<file path="config.mk">
export PLATFORM = sky130hd
export DESIGN_NAME = rxq_buffer
export DESIGN_NICKNAME = d
export VERILOG_FILES = /design/src/rtl/rxq_pkg.sv /design/src/rtl/rxq_ctrl.sv /design/src/rtl/rxq_store.sv /design/src/rtl/rxq_ingress.sv /design/src/rtl/rxq_lsr.sv /design/src/rtl/rxq_buffer.sv
export SDC_FILE = /design/constraint.sdc
export NUM_CORES = 1
export LEC_CHECK = 0
export ABC_AREA = 1
export BUFFER_PORTS_ARGS = -buffer_cell sky130_fd_sc_hd__buf_4
export CAP_MARGIN = 25
export CELL_PAD_IN_SITES_DETAIL_PLACEMENT = 2
export CELL_PAD_IN_SITES_GLOBAL_PLACEMENT = 2
export CORE_UTILIZATION = 35
export DETAILED_ROUTE_END_ITERATION = 7
export HOLD_SLACK_MARGIN = 0.1
export PLACE_DENSITY = 0.67
export SKIP_LAST_GASP = 1
export SYNTH_ARGS = -nofsm -noshare
export SYNTH_HDL_FRONTEND = slang
export SYNTH_SLANG_ARGS = --single-unit
</file>
<file path="constraint.sdc">
create_clock -name clk -period 2.9 [get_ports clk]
set_input_delay 0.58 -clock clk [delete_from_list [all_inputs] [get_ports clk]]
set_output_delay 0.58 -clock clk [all_outputs]
set_load 0.05 [all_outputs]
</file>
<file path="src/rtl/rxq_pkg.sv">
package rxq_pkg;

  // Register offsets on the byte-wide bus.
  localparam logic [2:0] ADDR_RXBUF = 3'd0;
  localparam logic [2:0] ADDR_FCTL  = 3'd2;
  localparam logic [2:0] ADDR_LSTAT = 3'd5;

  // One buffered character with its receive flags.
  // The flag order matches status bits 4..2.
  typedef struct packed {
    logic       brk;
    logic       ferr;
    logic       perr;
    logic [7:0] data;
  } rxq_ent_t;

  // Threshold selected by the two control bits, scaled from the depth.
  function automatic int unsigned trig_level(input logic [1:0] sel,
                                             input int unsigned depth);
    case (sel)
      2'd0:    return 1;
      2'd1:    return depth / 4;
      2'd2:    return depth / 2;
      default: return depth - 2;
    endcase
  endfunction

endpackage

</file>
<file path="src/rtl/rxq_ctrl.sv">
module rxq_ctrl
  import rxq_pkg::*;
#(
  parameter int unsigned DEPTH = 16,
  parameter int unsigned CW    = $clog2(DEPTH + 1)
) (
  input  logic          clk,
  input  logic          rst,
  input  logic          wr,
  input  logic [7:0]    wdata,
  output logic          fifo_on,
  output logic [7:0]    fctl_rd,
  output logic          rx_clr,
  output logic          tx_flush,
  output logic [CW-1:0] trig_lvl
);

  logic       en_q;
  logic [1:0] sel_q;
  logic [2:0] spare_q;
  logic       mode_chg;

  assign mode_chg = wr && (wdata[0] != en_q);
  assign rx_clr   = wr && (wdata[1] || mode_chg);

  always_ff @(posedge clk) begin
    if (rst) begin
      en_q     <= 1'b0;
      sel_q    <= 2'd0;
      spare_q  <= 3'd0;
      tx_flush <= 1'b0;
    end else begin
      tx_flush <= wr && (wdata[2] || mode_chg);
      if (wr) begin
        en_q    <= wdata[0];
        sel_q   <= wdata[7:6];
        spare_q <= wdata[5:3];
      end
    end
  end

  assign fifo_on  = en_q;
  assign fctl_rd  = {sel_q, spare_q, 2'b00, en_q};
  assign trig_lvl = en_q ? CW'(trig_level(sel_q, DEPTH)) : CW'(1);

  // the threshold always lies inside the queue range
  a_r5_trig_range: assert property (@(posedge clk) disable iff (rst)
    (trig_lvl >= CW'(1)) && (trig_lvl <= CW'(DEPTH)));

  // a flush request follows a write that asked for it
  a_r10_flush_cause: assert property (@(posedge clk) disable iff (rst)
    tx_flush |-> $past(wr));

endmodule

</file>
<file path="src/rtl/rxq_store.sv">
module rxq_store
  import rxq_pkg::*;
#(
  parameter int unsigned DEPTH = 16,
  parameter int unsigned AW    = $clog2(DEPTH),
  parameter int unsigned CW    = $clog2(DEPTH + 1)
) (
  input  logic          clk,
  input  logic          rst,
  input  logic          clr,
  input  logic          push,
  input  rxq_ent_t      push_ent,
  input  logic          pop,
  output logic [CW-1:0] count,
  output logic [2:0]    head_flags,
  output logic [7:0]    rd_data
);

  logic [7:0]    mem_d [DEPTH];
  logic [2:0]    mem_f [DEPTH];
  logic [AW-1:0] wr_ptr;
  logic [AW-1:0] rd_ptr;

  function automatic logic [AW-1:0] ptr_inc(input logic [AW-1:0] p);
    return (p == AW'(DEPTH - 1)) ? '0 : p + AW'(1);
  endfunction

  // Storage without reset so it maps onto RAM.
  always_ff @(posedge clk) begin
    if (push) begin
      mem_d[wr_ptr] <= push_ent.data;
      mem_f[wr_ptr] <= {push_ent.brk, push_ent.ferr, push_ent.perr};
    end
  end

  // Registered read port.
  always_ff @(posedge clk) begin
    if (rst)
      rd_data <= 8'h00;
    else if (pop && !clr)
      rd_data <= mem_d[rd_ptr];
  end

  always_ff @(posedge clk) begin
    if (rst || clr) begin
      wr_ptr <= '0;
      rd_ptr <= '0;
      count  <= '0;
    end else begin
      if (push) wr_ptr <= ptr_inc(wr_ptr);
      if (pop)  rd_ptr <= ptr_inc(rd_ptr);
      case ({push, pop})
        2'b10:   count <= count + CW'(1);
        2'b01:   count <= count - CW'(1);
        default: count <= count;
      endcase
    end
  end

  assign head_flags = (count != '0) ? mem_f[rd_ptr] : 3'b000;

  // a push without a pop never exceeds the queue depth
  a_r3_no_overflow: assert property (@(posedge clk) disable iff (rst)
    (push && !pop && !clr) |-> (count < CW'(DEPTH)));

  // a lone push raises the count by one
  a_r4_fill_step: assert property (@(posedge clk) disable iff (rst)
    (push && !pop && !clr) |=> (count == $past(count) + CW'(1)));

  // a flush leaves the queue empty
  a_r10_clr_empty: assert property (@(posedge clk) disable iff (rst)
    clr |=> (count == '0));

endmodule

</file>
<file path="src/rtl/rxq_ingress.sv">
module rxq_ingress
  import rxq_pkg::*;
(
  input  logic     clk,
  input  logic     rst,
  input  logic     clr,
  input  logic     fifo_on,
  input  logic     rx_valid,
  input  rxq_ent_t rx_ent,
  input  logic     room,
  input  logic     pop,
  output logic     push,
  output rxq_ent_t push_ent,
  output logic     overrun_ev
);

  logic     sreg_v;
  rxq_ent_t sreg_q;
  logic     can;

  // A slot is free now, or one frees at this edge.
  assign can        = room || pop;
  assign push       = !clr && can && (sreg_v || rx_valid);
  assign push_ent   = sreg_v ? sreg_q : rx_ent;
  assign overrun_ev = !clr && rx_valid && !can && (sreg_v || !fifo_on);

  always_ff @(posedge clk) begin
    if (rst || clr) begin
      sreg_v <= 1'b0;
      sreg_q <= '0;
    end else if (sreg_v) begin
      if (can) begin
        sreg_v <= rx_valid;
        if (rx_valid) sreg_q <= rx_ent;
      end else if (rx_valid) begin
        sreg_q <= rx_ent;
      end
    end else if (rx_valid && !can && fifo_on) begin
      sreg_v <= 1'b1;
      sreg_q <= rx_ent;
    end
  end

  // the holding stage is occupied only while the queue is full
  a_r6_stage_when_full: assert property (@(posedge clk) disable iff (rst)
    sreg_v |-> !room);

  // a waiting character moves on as soon as a slot opens
  a_r6_stage_drains: assert property (@(posedge clk) disable iff (rst)
    (sreg_v && pop && !clr) |-> push);

  // in unbuffered mode an overrun never stores the new character
  a_r8_drop_new: assert property (@(posedge clk) disable iff (rst)
    (overrun_ev && !fifo_on) |=> !sreg_v);

endmodule

</file>
<file path="src/rtl/rxq_lsr.sv">
module rxq_lsr (
  input  logic       clk,
  input  logic       rst,
  input  logic       fifo_on,
  input  logic       overrun_ev,
  input  logic       err_push,
  input  logic       lsr_rd,
  input  logic       has_data,
  input  logic [2:0] head_flags,
  input  logic       tx_hold_empty,
  input  logic       tx_idle,
  output logic [7:0] lsr_val
);

  logic oe_q;
  logic sum_q;

  always_ff @(posedge clk) begin
    if (rst) begin
      oe_q  <= 1'b0;
      sum_q <= 1'b0;
    end else begin
      if (overrun_ev)  oe_q <= 1'b1;
      else if (lsr_rd) oe_q <= 1'b0;
      if ((overrun_ev && fifo_on) || err_push) sum_q <= 1'b1;
      else if (lsr_rd)                         sum_q <= 1'b0;
    end
  end

  assign lsr_val = {sum_q, tx_idle, tx_hold_empty, head_flags, oe_q, has_data};

  // a status read without a new overrun clears bit 1
  a_r9_read_clears: assert property (@(posedge clk) disable iff (rst)
    (lsr_rd && !overrun_ev) |=> !lsr_val[1]);

  // an overrun is recorded even when a read hits the same cycle
  a_r9_set_wins: assert property (@(posedge clk) disable iff (rst)
    overrun_ev |=> lsr_val[1]);

  // an overrun in buffered mode raises the summary bit
  a_r7_summary: assert property (@(posedge clk) disable iff (rst)
    (overrun_ev && fifo_on) |=> lsr_val[7]);

endmodule

</file>
<file path="src/rtl/rxq_buffer.sv">
module rxq_buffer
  import rxq_pkg::*;
#(
  parameter int unsigned DEPTH = 16
) (
  input  logic       clk,
  input  logic       rst,
  input  logic       rx_valid,
  input  logic [7:0] rx_data,
  input  logic       rx_perr,
  input  logic       rx_ferr,
  input  logic       rx_brk,
  input  logic       tx_hold_empty,
  input  logic       tx_idle,
  input  logic       bus_wr,
  input  logic       bus_rd,
  input  logic [2:0] bus_addr,
  input  logic [7:0] bus_wdata,
  output logic [7:0] bus_rdata,
  output logic       data_ready,
  output logic       trig_hit,
  output logic       tx_flush,
  output logic       fifo_on
);

  localparam int unsigned AW = (DEPTH > 1) ? $clog2(DEPTH) : 1;
  localparam int unsigned CW = $clog2(DEPTH + 1);

  logic          fctl_wr, lsr_rd, pop, rx_clr, room;
  logic          push, overrun_ev, err_push;
  logic [7:0]    fctl_rd, lsr_val, buf_data, lsr_q;
  logic [2:0]    head_flags, addr_q;
  logic [CW-1:0] count, trig_lvl, cap;
  rxq_ent_t      rx_ent, push_ent;

  assign fctl_wr = bus_wr && (bus_addr == ADDR_FCTL);
  assign lsr_rd  = bus_rd && (bus_addr == ADDR_LSTAT);
  assign pop     = bus_rd && (bus_addr == ADDR_RXBUF) && (count != '0);

  assign rx_ent  = '{brk: rx_brk, ferr: rx_ferr, perr: rx_perr, data: rx_data};
  assign cap     = fifo_on ? CW'(DEPTH) : CW'(1);
  assign room    = count < cap;

  rxq_ctrl #(.DEPTH(DEPTH), .CW(CW)) i_ctrl (
    .clk      (clk),
    .rst      (rst),
    .wr       (fctl_wr),
    .wdata    (bus_wdata),
    .fifo_on  (fifo_on),
    .fctl_rd  (fctl_rd),
    .rx_clr   (rx_clr),
    .tx_flush (tx_flush),
    .trig_lvl (trig_lvl)
  );

  rxq_ingress i_ingress (
    .clk        (clk),
    .rst        (rst),
    .clr        (rx_clr),
    .fifo_on    (fifo_on),
    .rx_valid   (rx_valid),
    .rx_ent     (rx_ent),
    .room       (room),
    .pop        (pop),
    .push       (push),
    .push_ent   (push_ent),
    .overrun_ev (overrun_ev)
  );

  rxq_store #(.DEPTH(DEPTH), .AW(AW), .CW(CW)) i_store (
    .clk        (clk),
    .rst        (rst),
    .clr        (rx_clr),
    .push       (push),
    .push_ent   (push_ent),
    .pop        (pop),
    .count      (count),
    .head_flags (head_flags),
    .rd_data    (buf_data)
  );

  assign err_push = push && fifo_on && (push_ent.perr || push_ent.ferr || push_ent.brk);

  rxq_lsr i_lsr (
    .clk           (clk),
    .rst           (rst),
    .fifo_on       (fifo_on),
    .overrun_ev    (overrun_ev),
    .err_push      (err_push),
    .lsr_rd        (lsr_rd),
    .has_data      (count != '0),
    .head_flags    (head_flags),
    .tx_hold_empty (tx_hold_empty),
    .tx_idle       (tx_idle),
    .lsr_val       (lsr_val)
  );

  // Read path: the offset and the status snapshot are taken at the read edge.
  always_ff @(posedge clk) begin
    if (rst) begin
      addr_q <= 3'd0;
      lsr_q  <= 8'h00;
    end else if (bus_rd) begin
      addr_q <= bus_addr;
      if (lsr_rd) lsr_q <= lsr_val;
    end
  end

  always_comb begin
    case (addr_q)
      ADDR_RXBUF: bus_rdata = buf_data;
      ADDR_FCTL:  bus_rdata = fctl_rd;
      ADDR_LSTAT: bus_rdata = lsr_q;
      default:    bus_rdata = 8'h00;
    endcase
  end

  assign data_ready = (count != '0);
  assign trig_hit   = (count >= trig_lvl);

  // emptying by a read clears data-ready on the next cycle
  a_r4_last_read: assert property (@(posedge clk) disable iff (rst)
    (pop && (count == CW'(1)) && !push) |=> !data_ready);

  // unbuffered mode never holds more than one character
  a_r8_single_hold: assert property (@(posedge clk) disable iff (rst)
    !fifo_on |-> (count <= CW'(1)));

  // a mode change leaves the receive side empty
  a_r11_mode_flush: assert property (@(posedge clk) disable iff (rst)
    (fifo_on != $past(fifo_on)) |-> !data_ready);

endmodule

</file>
==> metrics.cfg, run 1 <==
[logic_synthesis]
ys.flop_type = edfxtp_1
synth_top_area_share_pct = 52.8
yosysWarnings = 0
netlist_top_cells_area = edfxtp_1, dfxtp_1, nand2_1
synthCells = 996
synth_edf_count = 176
async_reset_ff_share_pct = 0
syn_area_mm2 = 0.0100
seq_area_frac_synth_pct = 64.2
yosys.area.top_type = edfxtp_1
synth.distinct_cells = 37
syn_area_per_cell_um2 = 10.0
synthesis.nets = 1038
yosysMostFrequentCell = nand2_1
ys_ff_latch = 233
yosys-top-cells-count = nand2_1, edfxtp_1, nor2_1

[flow_run]
drv_cap = 0

[run_status]
outcome = completed

[cts]
cts_made_buffers = 28
cts-root-buf = clkbuf_16
cts_setup_buffers = 0
clk_path_buf_depth = 3
ctsResizeCount = 0
cts_max_level = 1
cts.sinks = 233
path_clk_slew_ns = 0.06
clk_latency_ns = 0.55
cts-hold-fix-buffers = 0
cts_tree = built

[critical_path]
required_ns = 2.32
path_class = flop to primary output
crit_start = i_ctrl.fifo_on
cp-end-kind = primary output
r2r_start = i_ctrl.fifo_on
startpoint_type = flop
arrival_ns = 2.12
path_max_fanout = 11

[floorplan]
fp.dieH_um = 171
rows = 61
core_area_mm2 = 0.0279
io_pins = 41
dieWidth_um = 171
start_util_pct = 35.8
dieArea_mm2 = 0.0293

[sta]
period_needed_ns = 2.70
finalCritPeriodShare_pct = 93.1
fmax_mhz = 370
slew_headroom_pct = 35.9
fin_worst_skew_ns = 0.0162
worst_pin_slew_ns = 0.960
finalHoldViolations = 0
drv_slew = 0
rsz0062_at_grt = false
setup_viol = 0
fin_tns_setup_ns = 0

[layout]
diodes = 0
syn2layout_area_growth_pct = 18.2
layout-drive-gt1-share_pct = 15.1
fin_nets = 1109
final_cell_area_mm2 = 0.0118
fin_cells = 1466

[place]
gp_congestion = 0.773
placedCellCount = 1415
dp_hpwl_um = 18800
port_buffers = 40
place_area_mm2 = 0.0109

[pwr]
peakVddDrop_uv = 500
power_density_mw_per_mm2 = 752
leakage_nw = 4.58

[routing]
drt_pre_antenna_iters = 4
via_per_inst = 4.98
antenna_left = 0
drt_iter0_drc = 337
vias = 7300
wire_per_inst_um = 19.2
drc = 0
drt_wl_total_um = 28100

[min_path]
min_from = bus_wdata[3]
hp-class = input port to flop

[global_route]
grt_pass1_wl_um = 44600
grt_overflow = 0
track_usage_pct = 20.1
grt_max_degree = 68
grt_pass1_vias = 8050
antenna_found_initial = 0

==> cell families (layout without fill, tap and decap cells) <==
| family | Yosys count | in the layout | synth area share (%) |
|---|---|---|---|
| xor gates and xnor gates | 7 | 7 | 0.613 |
| adders and majority gates | 13 | 13 | 1.63 |
| and+or+nand+nor | 459 | 459 | 19.3 |
| buffers and inverters | 117 | 209 | 5.03 |
| AOI/OAI and AO/OA | 167 | 167 | 9.16 |
| DFF | 233 | 233 | 64.2 |
==> metrics by stage <==
stage / util [%] / total power [mW] / hold WS [ns] / setup slack, ns
2_1_floorplan: - / 4.94 / 0.439 / 0.0907
3_3_place_gp: 39.0 / 5.41 / 0.451 / 0.236
3_5_place_dp: 39.0 / 5.45 / 0.458 / 0.147
4_1_cts: 42.3 / 9.04 / 0.235 / 0.104
5_1_grt: 42.3 / 9.33 / 0.263 / 0.0171
6_report: 42.3 / 8.89 / 0.266 / 0.201
==> path summary, 6_finish.rpt <==
path                        to  slack [ns]  cells after the start
min          i_ctrl.spare_q[0]        0.27                      3
max                   trig_hit        0.20                      9
min reg2reg           lsr_q[4]        0.47                      2
max reg2reg   i_store.count[4]        0.25                     18
==> cell type report <==
| cell class | instances | area (um2) |
|---|---|---|
| inverters | 72 | 270 |
| clock inverters | 10 | 131 |
| fillers | 3057 | 16100 |
| well taps | 378 | 473 |
| flip-flops and latches | 233 | 6430 |
| multi-input cells | 646 | 3070 |
| clock buffers | 41 | 801 |
| repair buffers | 86 | 649 |
==> flip-flops by register name (all words and copies together), names as in the netlist, 2 cells and up, named ones only <==
register	flops
i_ingress.sreg_q	11
i_ctrl.spare_q	3
lsr_q	8
i_store.rd_ptr	4
i_store.wr_ptr	4
i_store.mem_f	48
i_ctrl.sel_q	2
addr_q	3
i_store.rd_data	8
i_store.mem_d	128
i_store.count	5
==> per-layer routing <==
layer  vias up  global-route usage [%]  part of all wire, %
met3        41                    2.48                  3.0
met1      3665                    26.0                   46
met4         0                    4.27                  1.9
met2        79                    35.7                   50
met5         -                       0                    0
li1       3515                       -                    -
==> worst max-delay path, stage by stage, from the launching register on <==
cell and delay, ns:
dfxtp_1 0.33, buf_4 0.18, o21ai_0 0.11, ha_1 0.28, inv_1 0.05, a21boi_0 0.07, o21a_1 0.17, o21ai_1 0.12
nand2_1 0.06, buf_4 0.19
==> where the power goes <==
group	leakage (nW)	internal (mW)	switching (mW)
Clock	0.453	2.17	1.36
Combinational	2.08	0.454	0.967
Sequential	2.05	3.83	0.114
==> placed cells by master, fill, tap and decap left out, types with 8 or more instances in the layout <==
cell type,n
a21oi_1,20
nor2_2,20
nand2_1,195
o21ai_1,9
dfxtp_1,56
clkbuf_1,9
o21ai_0,97
o22ai_1,24
edfxtp_1,176
inv_1,66
nor2_1,160
o211ai_1,8
ha_1,13
buf_4,85
nand3_1,68
clkbuf_16,29
Note: power is estimated with default switching activity, not from simulation.
==> run 2, diff against run 1 <==
--- a/config.mk
+++ b/config.mk
@@ -10,10 +10,11 @@
 export CAP_MARGIN = 25
 export CELL_PAD_IN_SITES_DETAIL_PLACEMENT = 2
 export CELL_PAD_IN_SITES_GLOBAL_PLACEMENT = 2
-export CORE_UTILIZATION = 35
+export CORE_UTILIZATION = 36
 export DETAILED_ROUTE_END_ITERATION = 7
 export HOLD_SLACK_MARGIN = 0.1
-export PLACE_DENSITY = 0.67
+export MAX_ROUTING_LAYER = met4
+export PLACE_DENSITY = 0.72
 export SKIP_LAST_GASP = 1
 export SYNTH_ARGS = -nofsm -noshare
 export SYNTH_HDL_FRONTEND = slang
==> constraint.sdc (replaced) <==
create_clock -name clk -period 2.3 [get_ports clk]
set_input_delay 0.46 -clock clk [delete_from_list [all_inputs] [get_ports clk]]
set_output_delay 0.46 -clock clk [all_outputs]
set_load 0.05 [all_outputs]
==> run 2 against run 1 <==
- the run now ends with setup timing left
- global-route usage up 3.2 points
- first-iteration DRC count up 29%
- wire length is 22% higher
- worst setup slack worse by 0.51 ns
- clock skew grew 0.0011 ns
==> metrics.cfg, run 2 (synthesized netlist as in run 1, its figures left out) <==
[layout]
final_cell_mix = nand2_1, edfxtp_1, nor2_1
fin_nets = 1153
postLayoutCoreUtil_pct = 46.9
largest_register_ffs = 128
top_regs = i_store.mem_d (128), i_store.mem_f (48), i_ingress.sreg_q (11)
nFillCells = 2801
regMostFlops = i_store.mem_d
fin_cells = 1504
seq_area_mm2 = 0.00643
syn2layout_area_growth_pct = 27.0
layout-drive-gt1-share_pct = 23.2
multi_input_area_mm2 = 0.00339
diodes = 0
layout_commonest_cell = nand2_1

[pwr]
peakVddDrop_uv = 497
internal_power_mw = 8.49
power_density_mw_per_mm2 = 958
swShare_pct = 30.3
p_comb_share_pct = 21.9
seq_power_share_pct = 41.0
leakage_nw = 4.89
clockPowerShare_pct = 37.1
switchingPower_mw = 3.68

[global_route]
grt_pass1_vias = 8386
grt_max_degree = 59
grt_overflow = 0
grt_pass1_wl_um = 48400
antenna_found_initial = 0
track_usage_pct = 23.2

[sta]
slew_headroom_pct = 43.8
fmax_mhz = 384
drv_slew = 0
setup_ws_ns = -0.304
holdWs_ns = 0.143
period_needed_ns = 2.60
rsz0062_at_grt = true
setup_viol = 6
finalCritPeriodShare_pct = 113
fin_tns_setup_ns = -1.18
worst_pin_slew_ns = 0.842
finalHoldViolations = 0
fin_worst_skew_ns = 0.0173

[place]
placedCellCount = 1430
gp_congestion = 0.791
dp_hpwl_um = 20000
port_buffers = 40
dpl_worst_slack_ns = -0.0520

[routing]
drc = 0
drt_wl_total_um = 34200
antenna_left = 0
vias = 7803
drt_pre_antenna_iters = 4
wire_per_inst_um = 22.7
drt_iter0_drc = 436
via_per_inst = 5.19

[floorplan]
fp.dieH_um = 169
core_area_mm2 = 0.0271
start_util_pct = 36.9
io_pins = 41
rows = 60
dieWidth_um = 169
dieArea_mm2 = 0.0285

[critical_path]
crit_family = adder cells
required_ns = 2.76
arrival_ns = 3.07
path_max_fanout = 3
cpMaxStageDelayCell = dfxtp_4
startpoint_type = flop
cp-end-kind = flop
critPathMaxStageDelay_ns = 0.36
path_class = flop to flop
cp_num_buf_inv = 5
crit_chain = buf_6 -> inv_4 -> ha_4 -> inv_4 -> nor2_4 -> nand2_2 -> nand3_2 -> nand2_2 -> nand2_4 -> ha_4 -> xor2_4 -> ha_2 -> a21o_1 -> buf_4 -> buf_6 -> xnor2_2 -> a21oi_1

[min_path]
hp-class = input port to flop

[cts]
cts_tree = built
cts_max_level = 1
clk_latency_ns = 0.56
cts_made_buffers = 27
cts-root-buf = clkbuf_16
path_clk_slew_ns = 0.06
clk_path_buf_depth = 3
cts-hold-fix-buffers = 0
cts.sinks = 233

[run_status]
outcome = complete, but fails checks
violations = setup timing

[flow_run]
drv_cap = 0

[run 2: final cells by class]
class                   instances  area share (%)
clock buffers                  40            6.42
clock inverters                10           0.926
flip-flops and latches        233            50.6
well taps                     372            3.66
multi-input cells             646            26.7
repair buffers                131            9.36
inverters                      72            2.29
[run 2: worst reg2reg max path: cells and delay by family (launching register included)]
family,cells,cell delay [ns]
compound gates,2,0.40
xor+xnor,2,0.27
fa+ha+maj,3,0.64
buf+inv,5,0.46
flops,1,0.36
simple gates,5,0.40
[run 2: path summary, 6_finish.rpt]
check / slack [ns] / to / depth (start not counted) / from
hold / removal: 0.14 / i_ctrl.spare_q[2] / 3 / bus_wdata[5]
setup reg to reg: -0.30 / i_store.count[2] / 17 / i_ctrl.fifo_on
hold reg to reg: 0.48 / lsr_q[0] / 2 / lsr_q[0]
setup / recovery: -0.30 / i_store.count[2] / 17 / i_ctrl.fifo_on
[run 2: layer usage]
layer / part of all wire (%) / track usage [%] / vias to the layer above / routed length (um)
met5: 0 / - / - / 0
met4: 2.4 / 7.63 / 0 / 833
met3: 3.2 / 3.11 / 59 / 1100
met2: 51 / 40.4 / 137 / 17500
met1: 43 / 27.8 / 3994 / 14800
li1: - / - / 3613 / -
[run 2: per-stage QoR]
stage | total power [mW] | instance area, um2
4_1_cts | 11.8 | 12300
3_3_place_gp | 6.95 | 11200
5_1_grt | 12.6 | 12700
6_report | 12.2 | 12700
2_1_floorplan | 6.25 | 10000
3_5_place_dp | 7.06 | 11200
[run 2: power groups by stage]
| stage | combinational [mW] | clock, mW | sequential [mW] |
|---|---|---|---|
| after floorplan | 1.23 | 0 | 5.02 |
| after global placement | 1.91 | 0 | 5.04 |
| after detailed placement | 2.00 | 0 | 5.06 |
| after CTS | 2.21 | 4.58 | 4.98 |
| after global routing | 2.85 | 4.75 | 5.01 |
| final | 2.66 | 4.52 | 4.99 |
[run 2: repair_timing]
item,in CTS,in global routing
pin swaps,7,19
gates resized for setup,18,103
cloned,0,9
buffers inserted,10,5
setup endpoints to repair,4,182
==> run 3, diff against run 2 <==
--- a/config.mk
+++ b/config.mk
@@ -10,6 +10,7 @@
 export CAP_MARGIN = 25
 export CELL_PAD_IN_SITES_DETAIL_PLACEMENT = 2
 export CELL_PAD_IN_SITES_GLOBAL_PLACEMENT = 2
+export CORE_MARGIN = 3
 export CORE_UTILIZATION = 36
 export DETAILED_ROUTE_END_ITERATION = 7
 export HOLD_SLACK_MARGIN = 0.1
==> run 3 against run 2 <==
- combinational power is 12% lower
- sequential power hardly changed
- first-iteration DRC count fell by 2.1%
- critical path depth did not move
- largest power group unchanged
- global-route usage decreased by 2.1 points
- die area rose by 4.8%
- clock power shrank 12%
- the flow still finishes with violations (setup timing)
- non-clock buffer count did not move
- critical endpoint unchanged
==> metrics.cfg, run 3 (synthesized netlist as in run 1, its figures left out) <==
[pwr]
switchingPower_mw = 3.35
p_total_mw = 11.3
power_density_mw_per_mm2 = 910
seq_power_share_pct = 44.2
clockPowerShare_pct = 35.2
swShare_pct = 29.7
leakage_nw = 4.81
p_comb_share_pct = 20.6
peakVddDrop_uv = 577
internal_power_mw = 7.93

[global_route]
grt_overflow = 0
antenna_found_initial = 0
grt_pass1_wl_um = 49000
grt_pass1_vias = 8557
grt_max_degree = 43
track_usage_pct = 21.2

[place]
gp_congestion = 0.821
placedCellCount = 1443
port_buffers = 40
dp_hpwl_um = 20700
place_area_mm2 = 0.0113

[run_status]
violations = setup timing
outcome = complete, but fails checks

[floorplan]
dieArea_mm2 = 0.0298
core_area_mm2 = 0.0271
dieWidth_um = 173
io_pins = 41
start_util_pct = 36.9
fp.dieH_um = 173
rows = 60

[routing]
drt_wl_total_um = 31000
drt-met1-wl_um = 13400
wire_per_inst_um = 20.6
via_per_inst = 5.05
drt_pre_antenna_iters = 4
drt_iter0_drc = 427
drc = 0
wl_met3_um = 1190
maxUsedRoutingLayer = met4
wl_met2_um = 15600
antenna_left = 0
vias = 7590

[cts]
cts-hold-fix-buffers = 0
path_clk_slew_ns = 0.06
cts-root-buf = clkbuf_16
cts_tree = built
cts_made_buffers = 27
clk_latency_ns = 0.53
clk_path_buf_depth = 3
cts_max_level = 1
cts.sinks = 233

[layout]
largest_register_ffs = 128
final_cell_mix = nand2_1, edfxtp_1, nor2_1
layout-drive-gt1-share_pct = 23.6
syn2layout_area_growth_pct = 24.0
regMostFlops = i_store.mem_d
final_cell_area_mm2 = 0.0124
diodes = 0
postLayoutCoreUtil_pct = 45.8
top_regs = i_store.mem_d (128), i_store.mem_f (48), i_ingress.sreg_q (11)
layout_commonest_cell = nand2_1
nFillCells = 2816
fin_cells = 1504
fin_nets = 1153

[sta]
finalHoldViolations = 0
setup_viol = 4
period_needed_ns = 2.50
holdWs_ns = 0.160
finalCritPeriodShare_pct = 109
rsz0062_at_grt = true
drv_slew = 0
fin_worst_skew_ns = 0.00826
worst_pin_slew_ns = 0.894
slew_headroom_pct = 40.3
setup_ws_ns = -0.196
fmax_mhz = 401

[critical_path]
path_max_fanout = 3
startpoint_type = flop
arrival_ns = 2.96
cp-end-kind = flop
cpMaxStageDelayCell = dfxtp_4
crit_chain = buf_4 -> inv_4 -> ha_4 -> inv_4 -> nor2_4 -> nand2_1 -> nand3_2 -> nand2_2 -> nand2_4 -> ha_4 -> xor2_2 -> ha_2 -> a21o_1 -> buf_4 -> buf_6 -> xnor2_2 -> a21oi_1
critPathMaxStageDelay_ns = 0.34
required_ns = 2.76
path_class = flop to flop

[min_path]
hp-class = input port to flop

[flow_run]
drv_cap = 0

[run 3: cell types whose count changed in the layout (fill, tap and decap cells not counted), moves of 3 or more]
cell	before	now
nand2_2	7	10
clkbuf_8	7	0
buf_4	99	110
inv_1	62	58
nor2_4	19	10
inv_2	6	11
clkinv_1	1	4
nand2_8	3	0
buf_6	20	14
buf_8	4	0
clkinv_2	5	10
nor2_2	21	29
[run 3: what timing repair did]
item,in CTS,in global routing
setup buffers,6,3
pin swaps,13,9
endpoints found under the setup margin,9,173
resized for setup,21,55
cloned,0,1
[run 3: layout make-up]
cell class / count / area, um2 / area share, %
multi-input combinational: 646 / 3290 / 26.5
inverter: 72 / 278 / 2.24
tap: 372 / 465 / 3.75
clock inverter: 20 / 134 / 1.08
timing repair buffer: 131 / 1110 / 8.96
clock buffer: 30 / 687 / 5.54
sequential: 233 / 6430 / 51.9
[run 3: worst paths after layout]
path,start,end,slack (ns),cells after the start
worst min-delay path,bus_wdata[5],i_ctrl.spare_q[2],0.16,3
worst max register to register,i_ctrl.fifo_on,i_store.count[2],-0.20,17
worst max-delay path,i_ctrl.fifo_on,i_store.count[2],-0.20,17
worst min register to register,i_lsr.oe_q,i_lsr.oe_q,0.47,2
[run 3: worst max-delay path: cells and delay by family (launching register included)]
family,cells,cell delay (ns)
fa+ha+maj,3,0.57
buf+inv,5,0.52
simple gates,5,0.42
flops,1,0.34
compound gates,2,0.30
xor+xnor,2,0.27
[run 3: power groups by stage]
stage	combinational, mW	clock [mW]	sequential [mW]
2_1_floorplan	1.23	0	5.02
3_3_place_gp	1.96	0	5.03
3_5_place_dp	2.05	0	5.05
4_1_cts	2.15	4.09	4.97
5_1_grt	2.58	4.26	5.01
6_report	2.33	3.97	4.98
[run 3: metrics by stage]
step / worst slack (ns) / TNS [ns]
2_1_floorplan: -0.00160 / -0.00160
3_3_place_gp: 0.00182 / 0
3_5_place_dp: -0.109 / -0.897
4_1_cts: -0.154 / -0.624
5_1_grt: -0.334 / -3.85
6_report: -0.196 / -0.540
[run 3: metal layers]
metal  global-route usage, %  vias to the layer above
met5                       -                        -
met4                    4.70                        0
met3                    2.68                       50
met2                    36.4                      116
met1                    27.0                     3820
li1                        -                     3604
